### config.mk
export PLATFORM = sky130hd
export DESIGN_NAME = txjab_guard
export DESIGN_NICKNAME = d
export VERILOG_FILES = /design/src/rtl/txjab_pkg.sv /design/src/rtl/txjab_ms_prescaler.sv /design/src/rtl/txjab_interval_timer.sv /design/src/rtl/txjab_fsm.sv /design/src/rtl/txjab_guard.sv
export SDC_FILE = /design/constraint.sdc
export NUM_CORES = 1
export LEC_CHECK = 0
export ABC_AREA = 1
export BUFFER_PORTS_ARGS = -buffer_cell sky130_fd_sc_hd__buf_2
export CAP_MARGIN = 20
export CORE_ASPECT_RATIO = 1.75
export CORE_MARGIN = 2
export CORE_UTILIZATION = 30
export DETAILED_ROUTE_END_ITERATION = 16
export HOLD_SLACK_MARGIN = 0.15
export PLACE_DENSITY_LB_ADDON = 0.1
export SYNTH_ARGS = -nofsm -noshare
export SYNTH_HDL_FRONTEND = slang
export SYNTH_HIERARCHICAL = 1
export SYNTH_SLANG_ARGS = --single-unit
### constraint.sdc
create_clock -name clk -period 4.5 [get_ports clk]
set_input_delay 0.225 -clock clk [delete_from_list [all_inputs] [get_ports clk]]
set_output_delay 0.225 -clock clk [all_outputs]
set_load 0.02 [all_outputs]
### src/rtl/txjab_pkg.sv
package txjab_pkg;

    typedef enum logic [1:0] {
        ST_IDLE   = 2'd0,
        ST_SEND   = 2'd1,
        ST_JABBED = 2'd2,
        ST_QUIET  = 2'd3
    } jab_state_t;

    typedef enum logic {
        LIM_ACTIVATE = 1'b0,
        LIM_RECOVER  = 1'b1
    } limit_sel_t;

endpackage

### src/rtl/txjab_ms_prescaler.sv
module txjab_ms_prescaler #(
    parameter int TICKS_PER_MS = 20000
) (
    input  logic clk,
    input  logic rst_n,
    input  logic run,
    output logic ms_tick
);

    generate
        if (TICKS_PER_MS <= 1) begin : g_direct
            assign ms_tick = run;
        end else begin : g_count
            localparam int PW = $clog2(TICKS_PER_MS);
            localparam logic [PW-1:0] LAST = PW'(TICKS_PER_MS - 1);
            logic [PW-1:0] cnt_q;

            assign ms_tick = run && (cnt_q == LAST);

            always_ff @(posedge clk or negedge rst_n) begin
                if (!rst_n) begin
                    cnt_q <= '0;
                end else if (!run || ms_tick) begin
                    cnt_q <= '0;
                end else begin
                    cnt_q <= cnt_q + 1'b1;
                end
            end
        end
    endgenerate

endmodule

### src/rtl/txjab_interval_timer.sv
module txjab_interval_timer
    import txjab_pkg::*;
#(
    parameter int TICKS_PER_MS = 20000,
    parameter int JAB_MS       = 20,
    parameter int UNJAB_MS     = 500
) (
    input  logic       clk,
    input  logic       rst_n,
    input  logic       run,
    input  limit_sel_t sel,
    output logic       done
);

    localparam int MAX_MS = (UNJAB_MS > JAB_MS) ? UNJAB_MS : JAB_MS;
    localparam int MW     = $clog2(MAX_MS + 1);
    localparam logic [MW-1:0] LIM_A = MW'(JAB_MS);
    localparam logic [MW-1:0] LIM_R = MW'(UNJAB_MS);

    logic [MW-1:0] ms_q;
    logic [MW-1:0] limit;
    logic          tick;
    logic          reached;

    assign limit   = (sel == LIM_RECOVER) ? LIM_R : LIM_A;
    assign reached = (ms_q == limit);
    assign done    = run && reached;

    txjab_ms_prescaler #(
        .TICKS_PER_MS(TICKS_PER_MS)
    ) u_pre (
        .clk    (clk),
        .rst_n  (rst_n),
        .run    (run && !reached),
        .ms_tick(tick)
    );

    always_ff @(posedge clk or negedge rst_n) begin
        if (!rst_n) begin
            ms_q <= '0;
        end else if (!run) begin
            ms_q <= '0;
        end else if (tick) begin
            ms_q <= ms_q + 1'b1;
        end
    end

endmodule

### src/rtl/txjab_fsm.sv
module txjab_fsm
    import txjab_pkg::*;
(
    input  logic       clk,
    input  logic       rst_n,
    input  logic       tx_active,
    input  logic       jab_disable,
    input  logic       tmr_done,
    output logic       tmr_run,
    output limit_sel_t tmr_sel,
    output logic       latched
);

    jab_state_t state_q;
    jab_state_t state_d;

    always_comb begin
        state_d = state_q;
        unique case (state_q)
            ST_IDLE: begin
                if (tx_active && !jab_disable) state_d = ST_SEND;        // START
            end
            ST_SEND: begin
                if (jab_disable || !tx_active) state_d = ST_IDLE;        // BYPASS / FINISH
                else if (tmr_done)             state_d = ST_JABBED;      // TRIP
            end
            ST_JABBED: begin
                if (jab_disable)     state_d = ST_IDLE;                  // BYPASS
                else if (!tx_active) state_d = ST_QUIET;                 // HUSH
            end
            ST_QUIET: begin
                if (jab_disable)    state_d = ST_IDLE;                   // BYPASS
                else if (tx_active) state_d = ST_JABBED;                 // RESUME
                else if (tmr_done)  state_d = ST_IDLE;                   // RELEASE
            end
            default: state_d = ST_IDLE;
        endcase
    end

    always_ff @(posedge clk or negedge rst_n) begin
        if (!rst_n) state_q <= ST_IDLE;
        else        state_q <= state_d;
    end

    always_comb begin
        tmr_run = 1'b0;
        tmr_sel = LIM_ACTIVATE;
        latched = 1'b0;
        unique case (state_q)
            ST_IDLE:   ;
            ST_SEND:   tmr_run = 1'b1;
            ST_JABBED: latched = 1'b1;
            ST_QUIET: begin
                tmr_run = 1'b1;
                tmr_sel = LIM_RECOVER;
                latched = 1'b1;
            end
            default: ;
        endcase
    end

endmodule

### src/rtl/txjab_guard.sv
module txjab_guard
    import txjab_pkg::*;
#(
    parameter int TICKS_PER_MS = 20000,
    parameter int JAB_MS       = 20,
    parameter int UNJAB_MS     = 500
) (
    input  logic clk,
    input  logic rst_n,
    input  logic tx_active,
    input  logic jab_disable,
    output logic tx_enable,
    output logic jab_active_n,
    output logic col_request
);

    logic       tmr_run;
    logic       tmr_done;
    logic       latched;
    limit_sel_t tmr_sel;

    txjab_fsm u_fsm (
        .clk        (clk),
        .rst_n      (rst_n),
        .tx_active  (tx_active),
        .jab_disable(jab_disable),
        .tmr_done   (tmr_done),
        .tmr_run    (tmr_run),
        .tmr_sel    (tmr_sel),
        .latched    (latched)
    );

    txjab_interval_timer #(
        .TICKS_PER_MS(TICKS_PER_MS),
        .JAB_MS      (JAB_MS),
        .UNJAB_MS    (UNJAB_MS)
    ) u_tmr (
        .clk  (clk),
        .rst_n(rst_n),
        .run  (tmr_run),
        .sel  (tmr_sel),
        .done (tmr_done)
    );

    assign tx_enable    = !latched;
    assign jab_active_n = !latched;
    assign col_request  = latched;

endmodule

* After elaboration in Yosys (flattened, before gate mapping) *
Index checks and enable logic that the tools add are counted.

cells by class
  shifts and indexed selects = 0
  eq/ne operators = 10
  $add $sub $neg = 2
  multipliers = 0
  divide/modulo/power cells = 0
  mux-type cells = 16
  reductions and logical operators = 15
  magnitude comparators = 0
  bitwise gates (word level) = 0

operators by type and width
  kind                                                   count
  two-way mux 9 bit                                      3
  two-way mux 2 bit                                      8
  adder 15 x 1 -> 15 bit, second input constant          1
  == test 15 bit, second input constant                  1
  two-way mux 15 bit                                     1
  adder 9 x 1 -> 9 bit, second input constant            1
  == test 9 bit                                          1
  one-hot mux 2 bit (4 select lines)                     1
  logical NOT 1 bit                                      5
  == test 2 bit, second input constant                   2
  logical AND 1 bit                                      4
  inequality test 4 bit, second input constant           1
  AND reduction 4 bit                                    1
  OR reduction 2 bit                                     2
  two-way mux 1 bit                                      3
  inequality test 3 x 2 -> 1 bit, second input constant  1
  inequality test 3 bit, second input constant           1
  == test 2 x 1 -> 1 bit, second input constant          1
  logical NOT 2 bit                                      1
  logical OR 1 bit                                       2
  inequality test 2 x 1 -> 1 bit, second input constant  1
  inequality test 2 bit, second input constant           1

storage, ports and cells
  latch bits = 0
  memory bits (writable) = 0
  input bits = 4
  memory bits (read-only) = 0
  memories = 0
  output and inout port bits = 3
  register bits = 26
  word-level logic and storage cells = 46

* Longest topological paths before layout *
Gate-level depths: netlist of run 1.

  depth in word-level cells = 9
  gate-level depth with buffers = 15
  gate-level depth less buffers = 15

* Modules after synthesis *
The synthesis of run 1 kept the hierarchy.

modules (own cells, without submodules)
  module                cells each  area each (µm²)  seq. area each (µm²)  times used
  txjab_ms_prescaler    103         829.5            375.4                 1
  txjab_interval_timer  79          584.3            225.2                 1
  txjab_fsm             32          191.4            50.0                  1
  txjab_guard           2           11.3             0.0                   1

* Worst setup path after synthesis of run 1 *
OpenSTA, ideal clock, no wires.

  path type = register to register
  start point = reg u_fsm.state_q[0]
  end point = reg u_tmr.ms_q[8]
  clock period less this slack = 1858 ps
  data required time = 4383 ps
  path slack = 2642 ps
  library setup time = 117 ps
  path buffers = 0
  stages on the path, launching flop included = 15
  data arrival time = 1742 ps
  cells stage by stage = dfrtp_1 > nand2_1 > clkinv_2 > nand3_1 > nand2_1 > a21oi_1 > inv_1 > nor2_1 > inv_2 > nand2_4 > nand2_1 > nor2_2 > nand3_1 > nand2_1 > nor2_1

between the ends
  cells in the longest elaborated chain, start to end = 8
  elaborated cells between the ends (all ways) = 12
  those cells by class = 4 x eq/ne; 4 x mux; 4 x reduce/logical

RTL lines
  element                          line                        RTL
  start, declared                  txjab_fsm.sv:14             jab_state_t state_q;
  start signal, assigned           txjab_fsm.sv:42             else state_q <= state_d;
  == test 2 bit                    txjab_fsm.sv:49             unique case (state_q)
  two-way mux 1 bit                txjab_fsm.sv:49
  named net tmr_sel                txjab_guard.sv:20           limit_sel_t tmr_sel;
  two-way mux 9 bit                txjab_interval_timer.sv:25  assign limit = (sel == LIM_RECOVER) ? LIM_R : LIM_A;
  == test 9 bit                    txjab_interval_timer.sv:26  assign reached = (ms_q == limit);
  logical NOT 1 bit                txjab_interval_timer.sv:34  .run (run && !reached),
  logical AND 1 bit                txjab_interval_timer.sv:34
  logical AND 1 bit                txjab_ms_prescaler.sv:18    assign ms_tick = run && (cnt_q == LAST);
  named net u_tmr.tick             txjab_interval_timer.sv:22  logic tick;
  inequality test 2 bit (no line)  n/a
  end signal, assigned             txjab_interval_timer.sv:44  ms_q <= ms_q + 1'b1;
  end, declared                    txjab_interval_timer.sv:20  logic [MW-1:0] ms_q;

The timed path passes the listed nets, and every way through them passes these cells.
A chain may end at the register's enable or synchronous reset.

* Final worst setup path of run 1 *
Ends and elaborated chain as after synthesis.

==> out/metrics.cfg, run 1 <==
[timing]
final.setup.tns_ns=0
finalCritPeriodShare_pct=55.1
whs_ns=0.285
max_slew_margin_pct=58.0
skew_ns=0.00502
slew_viol_final=0
fmax_ghz=0.403
period_needed_ns=2.48
tightest_slew_ns=0.631
rsz0062_at_grt=no
setup_violations=0
hold_viol=0

[run_status]
status=finished, final reports clean

[critical_path]
critPathMaxFanout=16
start_kind=register
crit_type=register to register
r2r_slack_ns=2.02
r2r_start=u_fsm/state_q[0]
arrival_ns=2.65
worstPathRequired_ns=4.67
cp-end-kind=register
reg2reg_depth=15
r2r_end=u_tmr/ms_q[8]

[drt]
detail_route.iter0.violations=43
route.detailed.drc=0
avgRoutedWirePerCell_um=12.8
drt_wl_total_um=3540
vias_per_cell=4.80
antenna_left=0
vias=1329
first_pass_iters=4

[global_route]
antenna_found_initial=0
grt_pass1_wl_um=6310
groute.usage.overall_pct=13.7
grt_start_max_net_pins=27
globalRouteOverflowTotal=0
first_global_vias=1403

[floorplanning]
die-height_um=101
coreArea_um2=5210
rows=35
die_x_um=59.5
pin_count=7
die_area_um2=6020
initial_core_util_pct=31.0

[synthesis]
syn_area_um2=1620
yosysSeqAreaShare_pct=40.2
synth-warning-count=6
avgSynthCellArea_um2=7.48
syn_inst=216
synthDistinctLibCells=29
synth.net_count=223
ys_ff_latch=26

[flow_run]
maxCapViolCount=0

[clocking]
cts_resized=0
clkLatencyLatePin_ns=0.27
clkTransAtPathRegs_ns=0.10
cts_buffer_depth=2
postCtsSetupBuffers=0
htree_num_levels=1
cts-root-buf=clkbuf_8
hold_buffers=1
clkSinkCount=26
cts_tree=yes
numCtsBuffers=3

[layout]
drive_above_1_share_pct=15.8
insertedDiodeCount=0
fin_nets=230
syn_to_final_growth_pct=7.82

[min_path]
hp-start=jab_disable
hold_class=input port to register
holdPathEnd=u_fsm/state_q[0]
whs_path_depth=4

[power_and_ir_drop]
irDropWorstVdd_mv=0.189
p_leak_uw=0.000748
powerDensity_nw_per_um2=346

[placement]
portBuffers=6
hpwlAfterDp_um=2680
gp_congestion=0.789

worst max-delay path by stage:
| stage | startpoint | end | slack [ns] | depth (start not counted) |
|---|---|---|---|---|
| after global routing | u_fsm/state_q[0] | u_tmr/ms_q[8] | 1.60 | 15 |
| after floorplan | u_fsm/state_q[0] | u_tmr/ms_q[8] | 2.64 | 14 |
| after global placement | u_fsm/state_q[0] | u_tmr/ms_q[8] | 2.04 | 15 |
| after CTS | u_fsm/state_q[0] | u_tmr/ms_q[8] | 1.96 | 15 |
| after detailed placement | u_fsm/state_q[0] | u_tmr/ms_q[8] | 1.99 | 15 |
| final | u_fsm/state_q[0] | u_tmr/ms_q[8] | 2.02 | 15 |
critical path, cell delays in order (launching register included):
cell      delay, ns
dfrtp_1        0.76
nand2_1        0.14
clkinv_2       0.11
nor2_1         0.04
nand4_1        0.07
nand2_1        0.07
a21oi_1        0.19
inv_1          0.09
nor2_1         0.38
inv_2          0.09
nand2_4        0.09
nand2_1        0.07
nor2_2         0.10
nand3_1        0.07
nand2_1        0.07
nor2_1         0.04
where the power goes:
group / internal [µW] / switching, µW
sequential: 250 / 39.5
clock: 78.3 / 76.7
combinational: 53.6 / 105
metal layers:
layer  part of all wire (%)  wire length [µm]  global-route usage, %
met2                     57              2030                   25.4
met1                     40              1430                   15.8
met3                   0.88                31                   1.54
met4                    1.4                48                   4.10
met5                      0                 0                      0
layout by cell type (no fill, tap or decap), types with 4 or more instances in the layout:
master | synthesis | final
nand3_1 | 13 | 13
inv_1 | 23 | 23
nand3_2 | 4 | 4
nand2_2 | 6 | 6
buf_2 | 0 | 6
a21oi_1 | 6 | 6
dfrtp_1 | 26 | 26
nand4_1 | 7 | 7
nand2_1 | 49 | 49
nor2_1 | 38 | 38
nor2_2 | 5 | 5
xor2_1 | 4 | 4
o21ai_0 | 6 | 6
clkbuf_8 | 0 | 4
final cells by class:
class | instances | area [µm²]
Tap cell | 55 | 68.8
Fill cell | 562 | 3470
Inverter | 26 | 104
Timing Repair Buffer | 7 | 40.0
Multi-Input combinational cell | 159 | 825
Sequential cell | 26 | 651
Clock buffer | 4 | 55.1
sequential cells by signal, summed over array words and instances (netlist names):
signal / count
u_tmr/u_pre/g_count.cnt_q: 15
u_fsm/state_q: 2
u_tmr/ms_q: 9
cells in the mapped netlist, drive strengths merged:
cell type	count	area, µm²
a21oi	6	30.0
buf	3	30.0
clkbuf	2	7.51
clkinv	1	5.00
dfrtp	26	651
ha	3	37.5
inv	25	98.8
nand2	56	233
nand3	17	105
nand4	7	43.8
nor2	46	208
nor3	4	25.0
o21a	1	7.51
o21ai	9	48.8
o21bai	4	33.8
xnor2	2	17.5
xor2	4	35.0
stage by stage:
| stage | utilization, % | power (µW) | worst slack, ns | instance area, µm² | std cells |
|---|---|---|---|---|---|
| global placement | 32.2 | 458 | 2.04 | 1680 | 272 |
| global route | 33.4 | 656 | 1.60 | 1740 | 277 |
| floorplan | - | 436 | 2.64 | 1620 | 216 |
| detailed placement | 32.2 | 458 | 1.99 | 1680 | 272 |
| finish | 33.4 | 603 | 2.02 | 1740 | 277 |
| CTS | 33.4 | 618 | 1.96 | 1740 | 277 |
cells by family after synthesis:
| family | after synthesis | synth area share (%) |
|---|---|---|
| simple gates | 130 | 38.0 |
| buf+inv | 31 | 8.75 |
| flops | 26 | 40.2 |
| compound gates | 20 | 7.43 |
| xor+xnor | 6 | 3.25 |
| fa+ha+maj | 3 | 2.32 |
(Power assumes the default switching activity.)
==> run 2: changes to the inputs <==
==> constraint.sdc (replaced) <==
create_clock -name clk -period 2.2 [get_ports clk]
set_input_delay 0.11 -clock clk [delete_from_list [all_inputs] [get_ports clk]]
set_output_delay 0.11 -clock clk [all_outputs]
set_load 0.02 [all_outputs]
==> run 2 against run 1 <==
  * Flip-flop and latch count is the same
  * Sequential share of layout area shrank 0.63 points
  * Routed wire length grew 2.4%
  * First-iteration DRC count shrank 12%
  * Count of clock-buffer cells in the layout is the same
  * Largest cell class unchanged
  * Largest power group unchanged
==> out/metrics.cfg, run 2 (synthesis results as in run 1) <==
[run_status]
status=finished, final reports clean

[power_and_ir_drop]
p_clk_share_pct=24.8
powerDensity_nw_per_um2=711
p_sw_uw=463
combPwrFrac_pct=32.3
p_int_uw=799
irDropWorstVdd_mv=0.320
switching_share_pct=36.7
p_leak_uw=0.000764
seqPwrFrac_pct=42.8

[global_route]
grt_start_max_net_pins=27
grt_pass1_wl_um=6280
first_global_vias=1384
antenna_found_initial=0
globalRouteOverflowTotal=0
groute.usage.overall_pct=13.7

[flow_run]
maxCapViolCount=0

[timing]
hold_viol=0
period_needed_ns=1.90
tightest_slew_ns=0.634
setup_violations=0
slew_viol_final=0
skew_ns=0.00454
max_slew_margin_pct=57.8
final.setup.tns_ns=0
finalCritPeriodShare_pct=86.4
fmax_ghz=0.526
rsz0062_at_grt=no

[min_path]
hold_class=input port to register
hp-start=jab_disable

[clocking]
clkLatencyLatePin_ns=0.27
cts-root-buf=clkbuf_8
clkSinkCount=26
postCtsSetupBuffers=0
htree_num_levels=1
clkTransAtPathRegs_ns=0.09
numCtsBuffers=3
cts_tree=yes
cts_buffer_depth=2

[layout]
fin_util_pct=34.0
largestRegisters=u_tmr/u_pre/g_count.cnt_q: 15 flops, u_tmr/ms_q: 9 flops, u_fsm/state_q: 2 flops
insertedDiodeCount=0
drive_above_1_share_pct=17.3
fin_nets=233
syn_to_final_growth_pct=9.67
layout_commonest_cell=nand2_1
final_cell_mix=nand2_1 (49), nor2_1 (37), dfrtp_1 (26)
final_cell_area_um2=1770
largest-register=u_tmr/u_pre/g_count.cnt_q
largest_register_ffs=15

[drt]
route.detailed.drc=0
first_pass_iters=4
antenna_left=0
detail_route.iter0.violations=38
vias=1347
avgRoutedWirePerCell_um=13.0
drt_wl_total_um=3630
vias_per_cell=4.81

[placement]
gp_congestion=0.770
hpwlAfterDp_um=2760
place_area_um2=1700
portBuffers=6

[floorplanning]
die_x_um=59.5
die_area_um2=6020
rows=35
coreArea_um2=5210
pin_count=7
initial_core_util_pct=31.0
die-height_um=101

[critical_path]
r2r_end=u_tmr/ms_q[4]
r2r_start=u_tmr/ms_q[0]
cp-end-kind=register
crit_type=register to register
crit_end=u_tmr/ms_q[4]
crit_start=u_tmr/ms_q[0]
start_kind=register
worstPathRequired_ns=2.36
critPathMaxFanout=5
reg2reg_depth=12
arrival_ns=2.06
r2r_slack_ns=0.30

## run 2: cell type report
cell class                 instances  area [µm²]
inverter                          26         104
timing repair buffer              10        62.6
tap                               55        68.8
sequential                        26         651
fill                             573        3440
clock buffer                       4        55.1
multi-input combinational        159         832
## run 2: worst min path at each step
| stage | end | cells past startpoint |
|---|---|---|
| 2_1_floorplan | u_fsm/state_q[0] | 0 |
| 3_3_place_gp | u_tmr/u_pre/g_count.cnt_q[2] | 1 |
| 3_5_place_dp | u_tmr/u_pre/g_count.cnt_q[2] | 1 |
| 4_1_cts | u_fsm/state_q[0] | 4 |
| 5_1_grt | u_fsm/state_q[0] | 4 |
| 6_report | u_fsm/state_q[0] | 4 |
## run 2: per-layer routing
layer	GRT usage (%)	share of wire, %	up-vias
met5	0	0	-
met4	4.96	1.4	0
met3	1.67	1.0	4
met2	26.5	58	8
met1	14.4	39	638
li1	-	-	697
## run 2: power groups by stage
stage               clock network, µW  logic [µW]  registers [µW]
detailed placement                  0         409             550
global route                      348         473             544
global placement                    0         417             549
finish                            313         408             540
CTS                               336         411             540
floorplan                           0         335             556
## run 2: repair_timing
item	CTS	global route
hold buffers	1	0
endpoints found under the hold margin	26	0
resized for setup	0	2
setup endpoints to repair	0	6
## run 2: critical path, stage by stage, from the launching register on
cell and delay (ns):
dfrtp_1 0.38, inv_1 0.07, ha_1 0.20, nand2_1 0.07, nor3_1 0.05, a21oi_1 0.22, inv_1 0.12, nor2_4 0.21
inv_2 0.07, nand2_4 0.08, nand3_2 0.10, o21ai_0 0.17, a21oi_1 0.06
## run 2: stage by stage
step | setup slack [ns] | total power, µW | instances | hold WS [ns]
3_5_place_dp | 0.0997 | 959 | 275 | 0.180
2_1_floorplan | 0.342 | 891 | 216 | -0.186
5_1_grt | 0.0937 | 1360 | 280 | 0.182
3_3_place_gp | 0.148 | 966 | 275 | 0.180
4_1_cts | 0.0661 | 1290 | 280 | 0.161
6_report | 0.300 | 1260 | 280 | 0.171
==> run 3: changes to the inputs <==
--- a/config.mk
+++ b/config.mk
@@ -6,7 +6,7 @@
 export NUM_CORES = 1
 export LEC_CHECK = 0
 export ABC_AREA = 1
-export BUFFER_PORTS_ARGS = -buffer_cell sky130_fd_sc_hd__buf_2
+export BUFFER_PORTS_ARGS = -buffer_cell sky130_fd_sc_hd__buf_4
 export CAP_MARGIN = 20
 export CORE_ASPECT_RATIO = 1.75
 export CORE_MARGIN = 2
==> run 3 against run 2 <==
  * Flip-flop and latch count unchanged
  * Combinational power up 1%
  * First-iteration DRC count fell by 45%
  * Critical path type unchanged
  * Largest cell class unchanged
==> out/metrics.cfg, run 3 (synthesis results as in run 1) <==
[power_and_ir_drop]
p_clk_share_pct=22.0
p_sw_uw=452
p_int_uw=771
irDropWorstVdd_mv=0.259
p_leak_uw=0.000767
switching_share_pct=36.9
powerDensity_nw_per_um2=686
combPwrFrac_pct=33.9
seqPwrFrac_pct=44.2

[timing]
finalCritPeriodShare_pct=86.4
final.setup.tns_ns=0
hold_viol=0
slew_viol_final=0
period_needed_ns=1.90
fmax_ghz=0.526
skew_ns=0.00708
max_slew_margin_pct=76.2
setup_violations=0
rsz0062_at_grt=no
tightest_slew_ns=0.357

[clocking]
htree_num_levels=1
numCtsBuffers=3
clkTransAtPathRegs_ns=0.09
postCtsSetupBuffers=0
clkSinkCount=26
cts-root-buf=clkbuf_8
clkLatencyLatePin_ns=0.27
cts_tree=yes
cts_buffer_depth=2

[global_route]
antenna_found_initial=0
first_global_vias=1336
grt_use_met3_pct=1.54
globalRouteOverflowTotal=0
grt_pass1_wl_um=6190
grt_busiest_layer=met2
grt_start_max_net_pins=27
groute.usage.overall_pct=13.6
grt_use_met2_pct=26.8
use_met1_pct=14.2

[placement]
placedCellCount=275
gp_congestion=0.802
portBuffers=6
hpwlAfterDp_um=2800

[layout]
syn_to_final_growth_pct=10.4
largestRegisters=u_tmr/u_pre/g_count.cnt_q: 15 flops, u_tmr/ms_q: 9 flops, u_fsm/state_q: 2 flops
layout_commonest_cell=nand2_1
multiInputGateArea_um2=832
drive_above_1_share_pct=16.9
fin_nets=234
final_cell_mix=nand2_1 (49), nor2_1 (37), dfrtp_1 (26)
fin_cells=280
insertedDiodeCount=0
n_fill_cell=579
regArea_um2=651
fin_util_pct=34.2
largest-register=u_tmr/u_pre/g_count.cnt_q
largest_register_ffs=15

[critical_path]
crit_type=register to register
start_kind=register
cp-end-kind=register
worstPathRequired_ns=2.36
critPathMaxFanout=5
arrival_ns=2.06

[floorplanning]
die-height_um=101
coreArea_um2=5210
die_x_um=59.5
die_area_um2=6020
rows=35
pin_count=7
initial_core_util_pct=31.0

[min_path]
hold_class=input port to register

[drt]
vias=1351
first_pass_iters=4
drt_wl_total_um=3610
vias_per_cell=4.83
avgRoutedWirePerCell_um=12.9
route.detailed.drc=0
antenna_left=0
detail_route.iter0.violations=21

[flow_run]
maxCapViolCount=0

[run_status]
status=finished, final reports clean

## run 3: metrics by stage
step | power, µW | area [µm²] | setup WS (ns) | hold slack [ns]
after global placement | 969 | 1720 | 0.119 | 0.0572
after detailed placement | 968 | 1720 | 0.0964 | 0.0582
after global routing | 1330 | 1780 | 0.0883 | 0.287
final | 1220 | 1780 | 0.300 | 0.248
after floorplan | 891 | 1620 | 0.342 | -0.186
after CTS | 1260 | 1780 | 0.0802 | 0.242
## run 3: worst paths after layout
check | depth (start not counted) | from | endpoint | slack (ns)
min in group asynchronous | 2 | rst_n | u_fsm/state_q[1] | 0.29
max reg2reg | 12 | u_tmr/ms_q[0] | u_tmr/ms_q[4] | 0.30
min reg2reg | 1 | u_tmr/u_pre/g_count.cnt_q[0] | u_tmr/u_pre/g_count.cnt_q[0] | 0.49
max in group asynchronous | 2 | rst_n | u_tmr/ms_q[4] | 1.64
max | 12 | u_tmr/ms_q[0] | u_tmr/ms_q[4] | 0.30
min | 5 | tx_active | u_fsm/state_q[0] | 0.25
## run 3: timing repair
action / in CTS / in global routing
endpoints found under the setup margin: 0 / 5
endpoints found under the hold margin: 27 / 0
resized for setup: 0 / 2
hold buffers: 2 / 0
## run 3: final cells by class
| class | count | area share [%] |
|---|---|---|
| Clock buffer | 3 | 2.31 |
| Inverter | 26 | 5.82 |
| Multi-Input combinational cell | 159 | 46.6 |
| Sequential cell | 26 | 36.5 |
| Tap cell | 55 | 3.86 |
| Timing Repair Buffer | 11 | 4.91 |
## run 3: power groups by stage
stage               sequential (µW)  combinational (µW)  clock (µW)
floorplan                       556                 335           0
global placement                550                 419           0
detailed placement              551                 418           0
CTS                             541                 423         293
global route                    547                 479         303
finish                          540                 414         269
## run 3: routing by layer
layer  up-vias  wire [µm]
met1       638       1430
met3         2         37
met5         -          0
met4         0         38
met2         7       2110
li1        704          -
## run 3: critical path: stages (launching register included)
cell and delay (ns):
dfrtp_1 0.38, inv_1 0.08, ha_1 0.20, nand2_1 0.06, nor3_1 0.05, a21oi_1 0.22
inv_1 0.12, nor2_4 0.20, inv_2 0.06, nand2_4 0.08, nand3_2 0.11, o21ai_0 0.18
a21oi_1 0.05
